## src/rtl/irq_flag_pkg.sv

```systemverilog
package irq_flag_pkg;
   // flag / enable byte layout
   localparam int FB_XRDY = 0;
   localparam int FB_CEXP = 1;
   localparam int FB_WAIT = 5;
   localparam int FB_PTC  = 6;
   localparam int FB_STC  = 7;
   localparam logic [7:0] STICKY_MASK = 8'b1110_0010;
   localparam logic [7:0] FLAG_MASK   = 8'b1110_0011;
   // first clear register
   localparam int CA_WAIT = 3;
   localparam int CA_PTC  = 4;
   localparam int CA_STC  = 5;
   localparam int CA_DMA  = 6;
   localparam int CA_FIFO = 7;
   // second clear register
   localparam int CB_CEXP = 0;
   // status byte
   localparam int ST_LEFT = 0;
   localparam int ST_REQ  = 2;
   localparam int ST_STOP = 3;
   // address map
   localparam int A_FLAG_CLRA = 0;
   localparam int A_STAT_CLRB = 1;
   localparam int A_IEN       = 2;
   localparam int A_MCTL      = 3;
   localparam int A_CNT0      = 4;
endpackage

```

## src/rtl/irq_reg_decode.sv

```systemverilog
module irq_reg_decode
   import irq_flag_pkg::*;
#(
   parameter int ADDR_W    = 3,
   parameter int CNT_BYTES = 4
) (
   input  logic                 wr_en,
   input  logic [ADDR_W-1:0]    wr_addr,
   output logic                 clr_a_we,
   output logic                 clr_b_we,
   output logic                 ien_we,
   output logic                 mctl_we,
   output logic [CNT_BYTES-1:0] cnt_we
);
   assign clr_a_we = wr_en && (wr_addr == ADDR_W'(A_FLAG_CLRA));
   assign clr_b_we = wr_en && (wr_addr == ADDR_W'(A_STAT_CLRB));
   assign ien_we   = wr_en && (wr_addr == ADDR_W'(A_IEN));
   assign mctl_we  = wr_en && (wr_addr == ADDR_W'(A_MCTL));

   for (genvar b = 0; b < CNT_BYTES; b++) begin : g_cnt_dec
      assign cnt_we[b] = wr_en && (wr_addr == ADDR_W'(A_CNT0 + b));
   end
endmodule

```

## src/rtl/irq_sticky_flag.sv

```systemverilog
module irq_sticky_flag (
   input  logic clk,
   input  logic rst_n,
   input  logic set_i,
   input  logic clr_i,
   output logic q_o
);
   always_ff @(posedge clk) begin
      if (!rst_n)     q_o <= 1'b0;
      else if (set_i) q_o <= 1'b1;
      else if (clr_i) q_o <= 1'b0;
   end

   // set beats a simultaneous clear
   a_r6_set_wins: assert property (@(posedge clk) disable iff (!rst_n)
      set_i |=> q_o);
   // a set flag stays set without a clear
   a_r2_flag_holds: assert property (@(posedge clk) disable iff (!rst_n)
      (q_o && !clr_i) |=> q_o);
   // a lone clear drops the flag
   a_r4_clear_drops: assert property (@(posedge clk) disable iff (!rst_n)
      (clr_i && !set_i) |=> !q_o);
endmodule

```

## src/rtl/irq_xfer_counter.sv

```systemverilog
module irq_xfer_counter #(
   parameter int CNT_W = 32,
   localparam int CNT_BYTES = CNT_W / 8
) (
   input  logic                 clk,
   input  logic                 rst_n,
   input  logic [CNT_BYTES-1:0] byte_we,
   input  logic [7:0]           wdata,
   input  logic                 xfer_i,
   output logic [CNT_W-1:0]     remain_o,
   output logic                 expire_o
);
   localparam logic [CNT_W-1:0] ONE = {{(CNT_W-1){1'b0}}, 1'b1};

   logic [CNT_W-1:0] rem_q, rem_nxt;
   logic             any_we;

   assign any_we = |byte_we;

   always_comb begin
      rem_nxt = rem_q;
      if (any_we) begin
         for (int b = 0; b < CNT_BYTES; b++)
            if (byte_we[b]) rem_nxt[b*8 +: 8] = wdata;
      end else if (xfer_i && (rem_q != '0)) begin
         rem_nxt = rem_q - ONE;
      end
   end

   always_ff @(posedge clk) begin
      if (!rst_n) rem_q <= '0;
      else        rem_q <= rem_nxt;
   end

   assign remain_o = rem_q;
   assign expire_o = xfer_i && !any_we && (rem_q == ONE);

   // an idle zero count never wraps
   a_r11_zero_holds: assert property (@(posedge clk) disable iff (!rst_n)
      ((rem_q == '0) && !any_we) |=> (rem_q == '0));
   // expiry leaves the count at zero
   a_r11_expire_zero: assert property (@(posedge clk) disable iff (!rst_n)
      expire_o |=> (rem_q == '0));
endmodule

```

## src/rtl/irq_flag_bank.sv

```systemverilog
module irq_flag_bank
   import irq_flag_pkg::*;
#(
   parameter int ADDR_W      = 3,
   parameter int CNT_W       = 32,
   parameter bit REG_STROBES = 1'b1,
   localparam int CNT_BYTES  = CNT_W / 8
) (
   input  logic              clk,
   input  logic              rst_n,
   input  logic              host_wr,
   input  logic [ADDR_W-1:0] host_waddr,
   input  logic [7:0]        host_wdata,
   input  logic [ADDR_W-1:0] host_raddr,
   output logic [7:0]        host_rdata,
   input  logic              fifo_not_empty,
   input  logic              xfer_pulse,
   input  logic              wait_timeout,
   input  logic              prim_tc,
   input  logic              sec_tc,
   input  logic              req_line,
   input  logic              stop_trig,
   output logic              irq_req,
   output logic [1:0]        irq_line_sel,
   output logic              irq_open_out,
   output logic              fifo_reset,
   output logic              dma_reset
);
   // elaboration checks
   if ((CNT_W % 8) != 0 || CNT_W < 8) begin : g_bad_cnt
      $error("CNT_W must be a nonzero multiple of 8");
   end
   if (A_CNT0 + CNT_BYTES > (1 << ADDR_W)) begin : g_bad_addr
      $error("ADDR_W too small for the count bytes");
   end

   logic                 clr_a_we, clr_b_we, ien_we, mctl_we;
   logic [CNT_BYTES-1:0] cnt_we;
   logic [CNT_W-1:0]     remain;
   logic                 cexp_evt;
   logic [7:0]           set_vec, clr_vec, flags;
   logic [7:0]           ien_q;
   logic [2:0]           mctl_q;
   logic [7:0]           pend, status_byte;
   logic                 any_pend;

   irq_reg_decode #(.ADDR_W(ADDR_W), .CNT_BYTES(CNT_BYTES)) u_dec (
      .wr_en    (host_wr),
      .wr_addr  (host_waddr),
      .clr_a_we (clr_a_we),
      .clr_b_we (clr_b_we),
      .ien_we   (ien_we),
      .mctl_we  (mctl_we),
      .cnt_we   (cnt_we)
   );

   irq_xfer_counter #(.CNT_W(CNT_W)) u_cnt (
      .clk      (clk),
      .rst_n    (rst_n),
      .byte_we  (cnt_we),
      .wdata    (host_wdata),
      .xfer_i   (xfer_pulse),
      .remain_o (remain),
      .expire_o (cexp_evt)
   );

   always_comb begin
      set_vec          = '0;
      set_vec[FB_CEXP] = cexp_evt;
      set_vec[FB_WAIT] = wait_timeout;
      set_vec[FB_PTC]  = prim_tc;
      set_vec[FB_STC]  = sec_tc;
      clr_vec          = '0;
      clr_vec[FB_CEXP] = clr_b_we && host_wdata[CB_CEXP];
      clr_vec[FB_WAIT] = clr_a_we && host_wdata[CA_WAIT];
      clr_vec[FB_PTC]  = clr_a_we && host_wdata[CA_PTC];
      clr_vec[FB_STC]  = clr_a_we && host_wdata[CA_STC];
   end

   for (genvar i = 0; i < 8; i++) begin : g_flag
      if (STICKY_MASK[i]) begin : g_sticky
         irq_sticky_flag u_flag (
            .clk   (clk),
            .rst_n (rst_n),
            .set_i (set_vec[i]),
            .clr_i (clr_vec[i]),
            .q_o   (flags[i])
         );
      end else if (i == FB_XRDY) begin : g_live
         assign flags[i] = fifo_not_empty;
      end else begin : g_none
         assign flags[i] = 1'b0;
      end
   end

   always_ff @(posedge clk) begin
      if (!rst_n) begin
         ien_q  <= '0;
         mctl_q <= '0;
      end else begin
         if (ien_we)  ien_q  <= host_wdata & FLAG_MASK;
         if (mctl_we) mctl_q <= host_wdata[2:0];
      end
   end

   assign pend     = flags & ien_q;
   assign any_pend = |pend;
   assign irq_req  = any_pend && (mctl_q[1:0] != 2'b00);
   assign irq_line_sel = mctl_q[1:0];
   assign irq_open_out = mctl_q[2];

   always_comb begin
      status_byte          = '0;
      status_byte[ST_LEFT] = any_pend;
      status_byte[ST_REQ]  = req_line;
      status_byte[ST_STOP] = stop_trig;
   end

   always_comb begin
      host_rdata = '0;
      if (host_raddr == ADDR_W'(A_FLAG_CLRA))      host_rdata = flags;
      else if (host_raddr == ADDR_W'(A_STAT_CLRB)) host_rdata = status_byte;
      else if (host_raddr == ADDR_W'(A_IEN))       host_rdata = ien_q;
      else if (host_raddr == ADDR_W'(A_MCTL))      host_rdata = {5'b0, mctl_q};
      else begin
         for (int b = 0; b < CNT_BYTES; b++)
            if (host_raddr == ADDR_W'(A_CNT0 + b)) host_rdata = remain[b*8 +: 8];
      end
   end

   if (REG_STROBES) begin : g_reg_strobe
      always_ff @(posedge clk) begin
         if (!rst_n) begin
            fifo_reset <= 1'b0;
            dma_reset  <= 1'b0;
         end else begin
            fifo_reset <= clr_a_we && host_wdata[CA_FIFO];
            dma_reset  <= clr_a_we && host_wdata[CA_DMA];
         end
      end
      // each strobe comes from a first-clear write one cycle earlier
      a_r7_fifo_strobe_src: assert property (@(posedge clk) disable iff (!rst_n)
         fifo_reset |-> $past(host_wr && host_waddr == ADDR_W'(A_FLAG_CLRA) && host_wdata[CA_FIFO]));
      a_r7_dma_strobe_src: assert property (@(posedge clk) disable iff (!rst_n)
         dma_reset |-> $past(host_wr && host_waddr == ADDR_W'(A_FLAG_CLRA) && host_wdata[CA_DMA]));
   end else begin : g_comb_strobe
      assign fifo_reset = clr_a_we && host_wdata[CA_FIFO];
      assign dma_reset  = clr_a_we && host_wdata[CA_DMA];
   end

   // no line selected means no interrupt
   a_r9_no_line_no_irq: assert property (@(posedge clk) disable iff (!rst_n)
      (irq_line_sel == 2'b00) |-> !irq_req);
   // data-left agrees with the interrupt when a line is selected
   a_r10_left_vs_irq: assert property (@(posedge clk) disable iff (!rst_n)
      (irq_line_sel != 2'b00) |-> (irq_req == host_rdata[ST_LEFT] || host_raddr != ADDR_W'(A_STAT_CLRB)));
   // the first clear register leaves count expired alone
   a_r4_clra_keeps_cexp: assert property (@(posedge clk) disable iff (!rst_n)
      (flags[FB_CEXP] && clr_a_we) |=> flags[FB_CEXP]);
endmodule

```

## config.mk

```make
export PLATFORM = sky130hd
export DESIGN_NAME = irq_flag_bank
export DESIGN_NICKNAME = d
export VERILOG_FILES = /design/src/rtl/irq_flag_pkg.sv /design/src/rtl/irq_reg_decode.sv /design/src/rtl/irq_sticky_flag.sv /design/src/rtl/irq_xfer_counter.sv /design/src/rtl/irq_flag_bank.sv
export SDC_FILE = /design/constraint.sdc
export NUM_CORES = 1
export LEC_CHECK = 0
export BUFFER_PORTS_ARGS = -buffer_cell sky130_fd_sc_hd__buf_4
export CAP_MARGIN = 20
export CORE_UTILIZATION = 35
export DETAILED_ROUTE_END_ITERATION = 16
export PLACE_DENSITY = 0.49
export SYNTH_ARGS = -nofsm -noshare
export SYNTH_HDL_FRONTEND = slang
export SYNTH_SLANG_ARGS = --single-unit
export TNS_END_PERCENT = 1
```

## constraint.sdc

```tcl
create_clock -name clk -period 2.7 [get_ports clk]
set_input_delay 0 -clock clk [delete_from_list [all_inputs] [get_ports clk]]
set_output_delay 0 -clock clk [all_outputs]
set_load 0.01 [all_outputs]
```

==> summary.txt <==
Largest net degree at the start of global routing: 37
CTS clk-pin slew, worst paths: 0.09 ns
Simple-gate share of the synthesized area: 27.86%
Detailed Place HPWL: 8.915 mm
Cells along the critical path: inv_1 > ha_1 > or3b_1 > nor4_4 > a41o_1 > buf_4 > nand2_1 > a32o_1
Dominant cell by count in the synthesized netlist: nand2_1
First-pass DRT Iterations: 5
CTS tree: done
Worst EP arrival: 2.81 ns
Share of cells above drive strength 1: 18.92%
Mean Syn Cell Area: 7.734 sq um
Worst hold path type: input port to flop
Vias in the first global route: 3484
Yosys top cell by area: dfxtp_1
Worst-skew pair later-pin latency: 0.30 ns
Placer Congestion: 0.8812
Post-synthesis sequential area ratio: 28.02%
CTS Sinks: 46
Ys Warns: 0
Post-synth top area share: 28.02%
Initial antenna violation count: 0
Startpoint class of the critical path: flop
Proportion of synthesized area in mux cells: 8.984%
Fin. Hold Viols: 0
Max incr delay on CP: 0.51 ns
Crit path required time: 2.90 ns
Die area: 9782 sq um
Relative slew margins: 29.36%
Setup Buffers After CTS: 0
Die height: 98.91 um
# setup viols final: 0
Total CTS buffers: 5
Detailed Route WL: 12.49 mm
Final Max Slew Viols: 0
Core Util, Final: 43.58%
Top cells by count, synth: nand2_1, dfxtp_1, a21oi_1, nor2_1, clkbuf_1
Static leakage: 1.484 nW
Post-synth ARST share: 0%
Detail Route Antenna Nets: 0
Min cycle time layout: 2.603 ns
Nets: 491
Worst vdd ir: 0.0002407 V
Row count: 34
Period utilization: 96.42%
# diodes: 0
Die width: 98.91 um
Most used DFF post-synth: dfxtp_1
Worst Path Buf+Inv: 2
Largest cells by area after synthesis: dfxtp_1, nand2_1, mux2i_1
First DRT Iteration DRCs: 360
Run status: complete, no violations
Xor/xnor share of the synthesized area: 0%
Final Skew: 0.006703 ns
Initial Util: 36.97%
Mapped Area: 3287 sq um
Total power: 0.002456 W
Via/cell ratio: 6.435
Fmax: 0.3841 GHz
Avg WL per Cell: 21.80 um
Synth Instances: 425
Compound-cell area share of the yosys netlist: 28.36%
Port buffer count: 37
Global-route wire length before repair: 19.87 mm
Reg2reg setup slack: 0.1 ns
EDFF count, synth: 0
Worst Path Max Fanout: 14
Worst setup EP type: flop
Gr usage total: 26.28%
Delay-heaviest family, CP: simple AND/OR/NAND/NOR gates
Filler Cell Count: 909
Synth Area in Adders: 0.7613%
DRC viols: 0
Main combinational cell family by area after synthesis: compound AO/OA/AOI/OAI gates
Gr ovfl total: 0
I/O Pins: 38
HP Start: host_wdata[0]
RSZ-0062 raised after global routing: false
H-tree depth: 2
Synthesized Nets: 451
Max-cap violations: 0
Core ar.: 8891 sq um
Pwr Density: 633.8 nW/um^2
Slowest cell on crit path: or3b_1
CTS max path bufs: 2
CTS root buf: clkbuf_8
Syn-to-layout area delta: 17.89%
Reg2reg start: u_cnt.remain_o[1]
Worst-margin pin slew: 1.058 ns
Synthesized flop and latch total: 46
Cell variety after synth: 62
CP Class: flop to flop
Via count: 3687
Worst setup path start: u_cnt.remain_o[1]
Setup Total Neg Slack: 0 ns
## where the power goes
| part | switching [W] | internal (W) |
|---|---|---|
| clock network | 0.000250 | 0.000175 |
| logic | 0.000700 | 0.000472 |
| registers | 0.000109 | 0.000750 |
| total | 0.00106 | 0.00140 |
## metal layers
layer	up-vias	routed length (um)	track usage (%)
li1	1720	-	-
met1	1755	5706	38.93
met2	199	5465	38.95
met3	13	1162	4.681
met4	0	156	6.774
met5	-	0	0
## through the flow
step	hold slack (ns)	setup WS (ns)	cells	cell area [sq um]
floorplan	0.1174	0.4180	425	3287
global placement	0.2043	0.2585	558	3716
detailed placement	0.2192	0.1580	558	3716
CTS	0.0008774	0.1366	573	3875
global route	0.02455	0.002157	573	3875
finish	0.01227	0.09676	573	3875
## logic make-up (layout without fill, tap and decap cells)
group / Yosys count / after routing
buffers and inverters: 44 / 84
DFF: 46 / 46
muxes: 23 / 23
adders and majority gates: 2 / 2
and+or+nand+nor: 175 / 175
AOI/OAI and AO/OA: 135 / 135
## registers in the layout, summed over array words and instances, names as in the netlist
| signal | count |
|---|---|
| mctl_q | 3 |
| dma_reset | 1 |
| u_cnt.remain_o | 32 |
| ien_q | 5 |
| g_flag.g_sticky.u_flag.q_o | 4 |
| fifo_reset | 1 |
## final cells by class
cell class | count | area, sq um | share of cell area [%]
Clock buffer | 5 | 68.82 | 1.776
Sequential cell | 46 | 920.9 | 23.76
Multi-Input combinational cell | 335 | 2168 | 55.96
Inverter | 7 | 26.28 | 0.6781
Clock inverter | 2 | 10.01 | 0.2583
Tap cell | 108 | 135.1 | 3.487
Timing Repair Buffer | 70 | 545.5 | 14.08
## cell usage in the layout, fill, tap and decap left out, types with 3 or more instances in the layout
cell type and count:
o211a_1 3, inv_1 7, o41ai_1 6, nand2_1 54
a22oi_1 4, a32o_1 3, mux2i_1 16, nand3_1 16
nor4_1 10, dfxtp_1 46, o31ai_1 9, and2_1 6
o32ai_1 5, o21ai_1 6, clkbuf_8 5, buf_4 62
or3_1 4, a21oi_1 30, mux4_2 5, dlygate4sd3_1 8
a221o_1 5, o311ai_0 3, nor3_1 15, nor2_1 30
and3_1 5, nand4_1 6, o21ai_0 19, nor2b_1 4
or4_1 6, o22ai_1 13, a31oi_1 12
## final timing paths
check,endpoint,cells after the start
worst min-delay path,mctl_q[0],3
worst max register to register,u_cnt.remain_o[17],8
worst min register to register,u_cnt.remain_o[31],2
worst max-delay path,u_cnt.remain_o[17],8
## worst register-to-register path, cell delays in order (launching register included)
cell and delay, ns:
dfxtp_1 0.36, inv_1 0.10, ha_1 0.23, or3b_1 0.51
nor4_4 0.45, a41o_1 0.24, buf_4 0.23, nand2_1 0.11
a32o_1 0.26
## timing repair
item,CTS,global route
hold buffers,8,0
endpoints found under the hold margin,11,0
gates resized for setup,0,0
setup endpoints to repair,0,0
Power figures use the tool's default switching activity.
